===== src/rtl/acc_rd_pkg.sv =====
package acc_rd_pkg;
  typedef enum logic [1:0] {
    ST_IDLE = 2'd0,
    ST_WAIT = 2'd1,
    ST_RESP = 2'd2
  } rd_state_e;
endpackage


===== src/rtl/acc_rd_decode.sv =====
module acc_rd_decode #(
  parameter int UNIT_W = 4,
  parameter int ID_W   = 4
) (
  input  logic [UNIT_W+ID_W-1:0] low_addr,
  output logic [UNIT_W-1:0]      unit_idx,
  output logic [ID_W-1:0]        op_id
);
  assign op_id    = low_addr[ID_W-1:0];
  assign unit_idx = low_addr[ID_W +: UNIT_W];
endmodule


===== src/rtl/acc_rd_lane_sel.sv =====
module acc_rd_lane_sel #(
  parameter int UNIT_W = 4,
  parameter int ID_W   = 4,
  parameter int DATA_W = 64,
  localparam int NUM_UNITS = 1 << UNIT_W
) (
  input  logic [NUM_UNITS-1:0]        strobe,
  input  logic [NUM_UNITS*DATA_W-1:0] value,
  input  logic [NUM_UNITS*ID_W-1:0]   tag,
  input  logic [UNIT_W-1:0]           sel_unit,
  input  logic [ID_W-1:0]             sel_id,
  output logic                        hit,
  output logic [DATA_W-1:0]           hit_data
);
  logic [DATA_W-1:0] lane_val [NUM_UNITS];
  logic [ID_W-1:0]   lane_tag [NUM_UNITS];

  for (genvar u = 0; u < NUM_UNITS; u++) begin : g_lane
    assign lane_val[u] = value[u*DATA_W +: DATA_W];
    assign lane_tag[u] = tag[u*ID_W +: ID_W];
  end

  assign hit      = strobe[sel_unit] && (lane_tag[sel_unit] == sel_id);
  assign hit_data = lane_val[sel_unit];
endmodule


===== src/rtl/acc_rd_ctrl.sv =====
module acc_rd_ctrl
  import acc_rd_pkg::*;
#(
  parameter int UNIT_W = 4,
  parameter int ID_W   = 4,
  parameter int DATA_W = 64,
  localparam int NUM_UNITS = 1 << UNIT_W
) (
  input  logic                 clk,
  input  logic                 rst_n,
  input  logic                 rq_valid,
  output logic                 rq_ready,
  input  logic [UNIT_W-1:0]    dec_unit,
  input  logic [ID_W-1:0]      dec_id,
  output logic                 rs_valid,
  input  logic                 rs_ready,
  output logic [DATA_W-1:0]    rs_data,
  output logic [UNIT_W-1:0]    sel_unit,
  output logic [ID_W-1:0]      sel_id,
  input  logic                 hit,
  input  logic [DATA_W-1:0]    hit_data,
  output logic [NUM_UNITS-1:0] unit_stall
);
  rd_state_e         state;
  logic [UNIT_W-1:0] held_unit;
  logic [ID_W-1:0]   held_id;

  assign rq_ready = (state == ST_IDLE);
  assign rs_valid = (state == ST_RESP);
  assign sel_unit = (state == ST_IDLE) ? dec_unit : held_unit;
  assign sel_id   = (state == ST_IDLE) ? dec_id   : held_id;

  always_ff @(posedge clk) begin
    if (!rst_n) begin
      state     <= ST_IDLE;
      held_unit <= '0;
      held_id   <= '0;
      rs_data   <= '0;
    end else begin
      unique case (state)
        ST_IDLE: if (rq_valid) begin
          held_unit <= dec_unit;
          held_id   <= dec_id;
          if (hit) begin
            rs_data <= hit_data;
            state   <= ST_RESP;
          end else begin
            state   <= ST_WAIT;
          end
        end
        ST_WAIT: if (hit) begin
          rs_data <= hit_data;
          state   <= ST_RESP;
        end
        ST_RESP: if (rs_ready) state <= ST_IDLE;
        default: state <= ST_IDLE;
      endcase
    end
  end

  for (genvar u = 0; u < NUM_UNITS; u++) begin : g_stall
    assign unit_stall[u] = (state == ST_WAIT) && (held_unit == UNIT_W'(u));
  end


  stall_onehot_chk: assert property (@(posedge clk) disable iff (!rst_n)
    $onehot0(unit_stall));


  stall_excl_chk: assert property (@(posedge clk) disable iff (!rst_n)
    (|unit_stall) |-> (!rs_valid && !rq_ready));


  rsp_after_hit_chk: assert property (@(posedge clk) disable iff (!rst_n)
    $rose(rs_valid) |-> $past(hit));


  rsp_hold_chk: assert property (@(posedge clk) disable iff (!rst_n)
    (rs_valid && !rs_ready) |=> (rs_valid && $stable(rs_data)));


  ready_return_chk: assert property (@(posedge clk) disable iff (!rst_n)
    (rs_valid && rs_ready) |=> (rq_ready && !rs_valid));
endmodule


===== src/rtl/tagged_result_reader.sv =====
module tagged_result_reader #(
  parameter int UNIT_W = 4,
  parameter int ID_W   = 4,
  parameter int DATA_W = 64,
  parameter int ADDR_W = 16,
  localparam int NUM_UNITS = 1 << UNIT_W,
  localparam int LOW_W     = UNIT_W + ID_W
) (
  input  logic                        clk,
  input  logic                        rst_n,
  input  logic                        rq_valid,
  output logic                        rq_ready,
  input  logic [ADDR_W-1:0]           rq_addr,
  output logic                        rs_valid,
  input  logic                        rs_ready,
  output logic [DATA_W-1:0]           rs_data,
  input  logic [NUM_UNITS-1:0]        res_strobe,
  input  logic [NUM_UNITS*DATA_W-1:0] res_value,
  input  logic [NUM_UNITS*ID_W-1:0]   res_tag,
  output logic [NUM_UNITS-1:0]        unit_stall
);
  logic [UNIT_W-1:0] dec_unit, sel_unit;
  logic [ID_W-1:0]   dec_id, sel_id;
  logic              hit;
  logic [DATA_W-1:0] hit_data;
  logic              unused_addr_hi;

  assign unused_addr_hi = ^rq_addr[ADDR_W-1:LOW_W];

  acc_rd_decode #(.UNIT_W(UNIT_W), .ID_W(ID_W)) u_dec (
    .low_addr (rq_addr[LOW_W-1:0]),
    .unit_idx (dec_unit),
    .op_id    (dec_id)
  );

  acc_rd_lane_sel #(.UNIT_W(UNIT_W), .ID_W(ID_W), .DATA_W(DATA_W)) u_sel (
    .strobe   (res_strobe),
    .value    (res_value),
    .tag      (res_tag),
    .sel_unit (sel_unit),
    .sel_id   (sel_id),
    .hit      (hit),
    .hit_data (hit_data)
  );

  acc_rd_ctrl #(.UNIT_W(UNIT_W), .ID_W(ID_W), .DATA_W(DATA_W)) u_ctrl (
    .clk        (clk),
    .rst_n      (rst_n),
    .rq_valid   (rq_valid),
    .rq_ready   (rq_ready),
    .dec_unit   (dec_unit),
    .dec_id     (dec_id),
    .rs_valid   (rs_valid),
    .rs_ready   (rs_ready),
    .rs_data    (rs_data),
    .sel_unit   (sel_unit),
    .sel_id     (sel_id),
    .hit        (hit),
    .hit_data   (hit_data),
    .unit_stall (unit_stall)
  );
endmodule


===== config.mk =====
export PLATFORM = sky130hd
export DESIGN_NAME = tagged_result_reader
export DESIGN_NICKNAME = d
export VERILOG_FILES = /design/src/rtl/acc_rd_pkg.sv /design/src/rtl/acc_rd_decode.sv /design/src/rtl/acc_rd_lane_sel.sv /design/src/rtl/acc_rd_ctrl.sv /design/src/rtl/tagged_result_reader.sv
export SDC_FILE = /design/constraint.sdc
export NUM_CORES = 1
export LEC_CHECK = 0
export ABC_AREA = 1
export BUFFER_PORTS_ARGS = -buffer_cell sky130_fd_sc_hd__buf_2
export CORE_AREA = 2 2 471 473
export DETAILED_ROUTE_END_ITERATION = 10
export DIE_AREA = 0 0 473 475
export GPL_ROUTABILITY_DRIVEN = 0
export SYNTH_ARGS = -nofsm -noshare
export SYNTH_HDL_FRONTEND = slang
export SYNTH_HIERARCHICAL = 1
export SYNTH_SLANG_ARGS = --single-unit

===== constraint.sdc =====
create_clock -name clk -period 3.4 [get_ports clk]
set_input_delay 0 -clock clk [delete_from_list [all_inputs] [get_ports clk]]
set_output_delay 0 -clock clk [all_outputs]
set_load 0.01 [all_outputs]

==> metrics, run 1 <==
status completed; CTS clock-pin slew for the worst setup and hold paths about 0.070 ns; final core utilization 11.37%; area of the multi-input gates 9982 µm²; WS Path Type flop to flop; Sequential cell area 1484 µm²; FP Rows approximately 170; IO buf count around 1200; commonest non-fill, non-tap cells in the layout buf_2, nor2_1, o21ai_0; Final #Nets 4766; post-synthesis sequential area ratio 11.22%; r2r startpoint u_ctrl/state[1]; Sink Count 74; WL/cell 31.46 µm; Hold Crit Start rq_valid; layout cells sized above 1 40.75%; # DRC 0; post-synthesis cell count 2455; Syn Nets 3579; CTS root buf clkbuf_16; Seq cells post-synth 74; post-place setup slack -0.5870 ns; HPWL Detailed 184800 µm; skew final 0.02628 ns; Initial Utilization 6.028%; Slew Limit Fails 0; adder-cell share of the synthesized area 0%; Worst setup EP type flop; non-filler cells, final 6663; placed cells 6460; worst slew pin tran 1.047 ns; Power Dens Cells 493.4 nW/µm²; Routed Antenna Nets 0; final worst-path cycle share 98.55%; Die W 473 µm; Synth area leader o21ai_0; area of the mapped netlist between 10000 and 15000 µm²; Max-cap violations 0; Tot GR Track Use between 10% and 20%; Fill cells between 20000 and 30000; Achievable Freq 298.4 MHz; synthesized area per cell 5.379 µm²; clock buffer count from CTS 9; commonest non-fill, non-tap cell in the layout buf_2; area delta synth->final 88.59%; Buf/Inv on CP 8; mux cell area share after synthesis 0%; Max VDD drop 0.2444 mV; CTS tree done; placed cell area approximately 23000 µm²; crit path launch type flop; Worst Hold Class input port to flop; simple-gate share of the synthesized area 32.69%; largest cells by area after synthesis o21ai_0, nor2_1, o221ai_1; Tmin final 3.351 ns; Leak approximately 0.011 µW; Die Ht around 480 µm; final hold vios 0; CP Cell Sequence nor2_4 -> o21ai_4 -> buf_12 -> buf_12 -> clkbuf_16 -> nand2_1 -> o211ai_1 -> nand3_1 -> nand3_1 -> buf_4 -> nand2_1 -> nand2_2 -> nor2_1 -> nand2_1 -> nor2_1 -> buf_4 -> inv_1 -> nor2_4 -> buf_12 -> buf_12 -> nand3_1 -> nand2_1 -> nor2_1; Die ar. 224700 µm²; CP max FO 10; count of cell types in the netlist 24; clk buf depth 2; final setup vio count 0; Post-Synth XOR/XNOR Area 0%; first-iteration detailed-routing DRC count 2260; initial antenna violation count 286; Critical-path top delay cell dfxtp_2; RSZ-0062 raised after global routing yes; vias around 26000; Skew-Pair Late Insertion Delay 0.42 ns; Critical Path Max Stage Delay 0.34 ns; post-synth top area share around 20%; CTS H-tree depth 3; Synth Area in Compound Gates between 40% and 50%; yosys warns 6; start point of the critical path u_ctrl/state[1]; vias in the first global route 23220; Slew HR a little under a third; Via density ~3.8; CP delay by family, top simple AND/OR/NAND/NOR gates; Hold Slack 0.1493 ns; largest net degree at the start of global routing 130; largest family of logic cells by synthesized area compound AO/OA/AOI/OAI gates; core region area 219100 µm²; data required time at the worst endpoint 3.69 ns; crit path DAT approximately 3.6 ns; Setup WS post-layout 0.04925 ns; Remaining Overflow, GRT 0; Finished Cell Area 24900 µm²; Pre-antenna DRT Iters 6; IO Pins 1206; Routed WL 209600 µm; global-route wire length before repair between 200000 and 300000 µm
-- cells in the mapped netlist --
cell type / instances
clkbuf_2: 1
buf_4: 22
buf_6: 32
nor2_4: 1
dfxtp_1: 74
buf_1: 7
nand2_2: 1
buf_12: 1
clkbuf_1: 158
nand2_1: 264
o21ai_0: 519
inv_2: 1
inv_8: 1
o211ai_1: 56
o221ai_1: 204
buf_2: 50
o21ai_1: 11
nor2_1: 616
o22ai_1: 52
nand3_1: 190
inv_1: 119
nor3_1: 9
buf_8: 1
a21oi_1: 65
-- power breakdown --
part	internal, µW	switching (µW)
sequential	1010	87.0
combinational	3360	6690
clock	584	552
total	4960	7330
-- sequential cells by signal, summed over array words and instances (netlist names) --
signal	flops
u_ctrl/held_unit	4
u_ctrl/state	2
u_ctrl/rs_data	64
u_ctrl/held_id	4
-- worst paths after layout --
path	endpoint	slack, ns	cells past startpoint
setup reg to reg	u_ctrl/rs_data[23]	0.05	23
setup / recovery	u_ctrl/rs_data[23]	0.05	23
hold / removal	u_ctrl/held_id[0]	0.15	4
hold reg to reg	u_ctrl/rs_data[46]	0.49	2
-- final cells by class --
class                   instances  share of cell area, %
clock inverters                 7                 0.3366
clock buffers                   9                 0.9043
flip-flops and latches         74                  5.959
multi-input cells            1988                  40.08
repair buffers               1445                  34.61
diodes                        145                  1.457
repair inverters                3                 0.1608
well taps                    2871                  14.42
inverters                     121                  2.065
-- cells by family after synthesis --
kind of cell	count (synthesis)
DFF	74
AOI/OAI and AO/OA	907
and+or+nand+nor	1081
buffers and inverters	393
-- tightest hold or removal path, delay by kind of cell --
family                 cells  cell delay [ns]
AO/OA/AOI/OAI              1             0.11
buffers and inverters      1             0.10
AND/OR/NAND/NOR            2             0.30
-- metal layers --
metal | track usage [%] | part of all wire [%]
met4 | 9.175 | 6.1
met2 | 30.20 | 48
met3 | 7.328 | 11
met5 | 0 | 0.45
met1 | 17.86 | 34
-- stage by stage --
step | TNS [ns] | total power (µW)
6_report | 0 | 12290
5_1_grt | -0.8873 | 13150
4_1_cts | 0 | 12180
3_5_place_dp | -33.41 | 10880
3_3_place_gp | -35.74 | 10910
2_1_floorplan | 0 | 5370
-- repair_timing --
action	4_1_cts	5_1_grt
buffers inserted	5	15
setup endpoints to repair	65	64
hold buffers	9	0
endpoints found under the hold margin	9	0
pin swaps	2	1
cloned	1	12
resized for setup	13	29
Note: power is estimated with default switching activity, not from simulation.
==> inputs of run 2 (changes only) <==
GPL_ROUTABILITY_DRIVEN = unset   (was 0)
SETUP_SLACK_MARGIN = 0.2   (was unset)
==> run 2 against run 1 <==
Total power is 4.2% higher. Worst setup slack worse by 0.045 ns. Worst hold slack better by 0.024 ns. Final area is 1.4% higher. Die area stayed put. Combinational power is 5% higher. Sequential cell count stayed put. Maximum frequency is 1.3% lower. Critical path depth is 6 lower. Final cell count is 0.24% lower. First-iteration DRC count is 4.8% higher. Critical path type unchanged. Critical endpoint is now u_ctrl/rs_data[63].
==> metrics, run 2 (synthesis gave the netlist of run 1 again) <==
Max VDD drop 0.2742 mV (+12%); CTS clock-pin slew for the worst setup and hold paths 0.08 ns (about the same); vias in the first global route 23200 (-0.11%); CP Cell Sequence nor2_4 -> buf_6 -> o21ai_4 -> buf_12 -> clkbuf_16 -> buf_4 -> clkinv_8 -> buf_4 -> buf_4 -> o21ai_1 -> o221ai_1 -> nand3_1 -> nand2_1 -> inv_1 -> nand3_1 -> nand2_1 -> nor2_1; largest net degree at the start of global routing 130 (unchanged); Pre-antenna DRT Iters 8 (+2); CTS tree done; Final GP Congestion 0.9786; crit path DAT 3.72 ns (+0.08 ns); Fin Setup TNS 0 ns (unchanged); global-route wire length before repair 256500 µm (+2.3%); skew final 0.01706 ns (-0.009220 ns); worst slew pin tran 0.9738 ns (-0.07308 ns); Slew HR 35.08% (+4.9 points); WL/cell 32.78 µm (+4.2%); Via density 3.854 (+0.53%); Critical-path top delay cell o221ai_1; Final #Nets 4781 (+0.31%); first-iteration detailed-routing DRC count 2369 (+4.8%); CTS H-tree depth 3 (unchanged); final worst-path cycle share 99.88% (+1.3 points); status completed; layout cells sized above 1 41.37% (+0.63 points); post-place setup slack -0.1710 ns (+0.4160 ns); IO Pins 1206 (unchanged); non-filler cells, final 6647 (-0.24%); CP max FO 31 (+21); data required time at the worst endpoint 3.72 ns (+0.03 ns); Remaining Overflow, GRT 0 (unchanged); Initial Utilization 6.028% (unchanged); Power Dens Cells 507.1 nW/µm² (+2.8%); CP delay by family, top buffers and inverters; Die ar. 224700 µm² (unchanged); Die W 473 µm (unchanged); commonest non-fill, non-tap cells in the layout buf_2, nor2_1, o21ai_0; Routed WL 217900 µm (+4.0%); core region area 219100 µm² (unchanged); clock buffer count from CTS 9 (unchanged); Max-cap violations 0 (unchanged); initial antenna violation count 275 (-3.8%); Die Ht 475 µm (unchanged); CTS root buf clkbuf_16; RSZ-0062 raised after global routing yes; placed cells 6454 (-0.093%); Skew-Pair Late Insertion Delay 0.40 ns (-0.02 ns); crit path launch type flop; HPWL Detailed 187700 µm (+1.5%); Achievable Freq 294.5 MHz (-1.3%); Slew Limit Fails 0 (unchanged); Worst Hold Class input port to flop; most numerous cell on the critical path buf_4; Largest regs u_ctrl/rs_data x64, u_ctrl/held_id x4, u_ctrl/held_unit x4; Leak 0.01119 µW (+1.7%); Top reg by flops u_ctrl/rs_data; area delta synth->final 91.14%; FP Rows 172 (unchanged); Routed Antenna Nets 0 (unchanged); IO buf count 1197 (unchanged); Worst setup EP type flop; max FFs per register 64 (unchanged); commonest non-fill, non-tap cell in the layout buf_2; Critical Path Max Stage Delay 0.66 ns (+0.32 ns); Tmin final 3.396 ns (+0.04528 ns); vias 25620 (+0.29%); Setup WS post-layout 0.003975 ns (-0.04528 ns); Buf/Inv on CP 8 (unchanged); Tot GR Track Use 17.83% (+0.39 points); clk buf depth 2 (unchanged); final setup vio count 0 (unchanged); final hold vios 0 (unchanged); WS Path Type flop to flop; Sink Count 74 (unchanged); # DRC 0 (unchanged)
==> run 2: layer usage <==
| metal | wire length, µm | vias to the layer above | global-route usage [%] | part of all wire, % |
|---|---|---|---|---|
| met1 | 77360 | 11760 | 18.71 | 36 |
| li1 | - | 11190 | - | - |
| met5 | 785 | - | 0.5624 | 0.36 |
| met4 | 12590 | 116 | 7.854 | 5.8 |
| met3 | 23110 | 622 | 7.142 | 11 |
| met2 | 104000 | 1930 | 31.20 | 48 |
==> run 2: power by group <==
| group | internal, µW | total [µW] | leakage, µW | switching [µW] |
|---|---|---|---|---|
| Combinational | 3560 | 10600 | 0.0104 | 7010 |
| Clock | 583 | 1120 | 0.000146 | 536 |
| Sequential | 1010 | 1110 | 0.000602 | 98.0 |
==> run 2: cell type report <==
cell class | instances | area (µm²)
Multi-Input combinational cell | 1988 | 10030
Timing Repair inverter | 3 | 41.29
Antenna cell | 114 | 285.3
Clock inverter | 7 | 82.58
Inverter | 121 | 498.0
Sequential cell | 74 | 1485
Tap cell | 2871 | 3592
Clock buffer | 9 | 225.2
Timing Repair Buffer | 1460 | 9005
Fill cell | 26160 | 193800
==> run 2: per-stage QoR <==
step                      area (µm²)  total power (µW)  utilization (%)  hold slack [ns]
after global routing           25130             13590            11.47           0.1752
after floorplan                13210              5370                -           0.1637
after detailed placement       23410             10930            10.68           0.2825
final                          25240             12800            11.52           0.1737
after CTS                      23990             12300            10.95           0.1466
after global placement         23410             10940            10.68           0.2739
==> run 2: path summary, 6_finish.rpt <==
kind	from	to	slack, ns	depth (start not counted)
worst min register to register	u_ctrl/rs_data[23]	u_ctrl/rs_data[23]	0.47	2
worst max-delay path	u_ctrl/state[0]	u_ctrl/rs_data[63]	0.004	17
worst max register to register	u_ctrl/state[0]	u_ctrl/rs_data[63]	0.004	17
worst min-delay path	rst_n	u_ctrl/rs_data[8]	0.17	3
==> run 2: timing repair <==
item | CTS | global route
hold endpoints to repair | 9 | 0
endpoints found under the setup margin | 65 | 65
gates resized for setup | 11 | 65
pin swaps | 3 | 8
gates cloned | 4 | 19
hold buffers | 9 | 0
setup buffers | 3 | 28
==> run 2: worst min-delay path: stages <==
cell     delay [ns]
buf_4          0.31
nand2_1        0.18
nor2_1         0.04
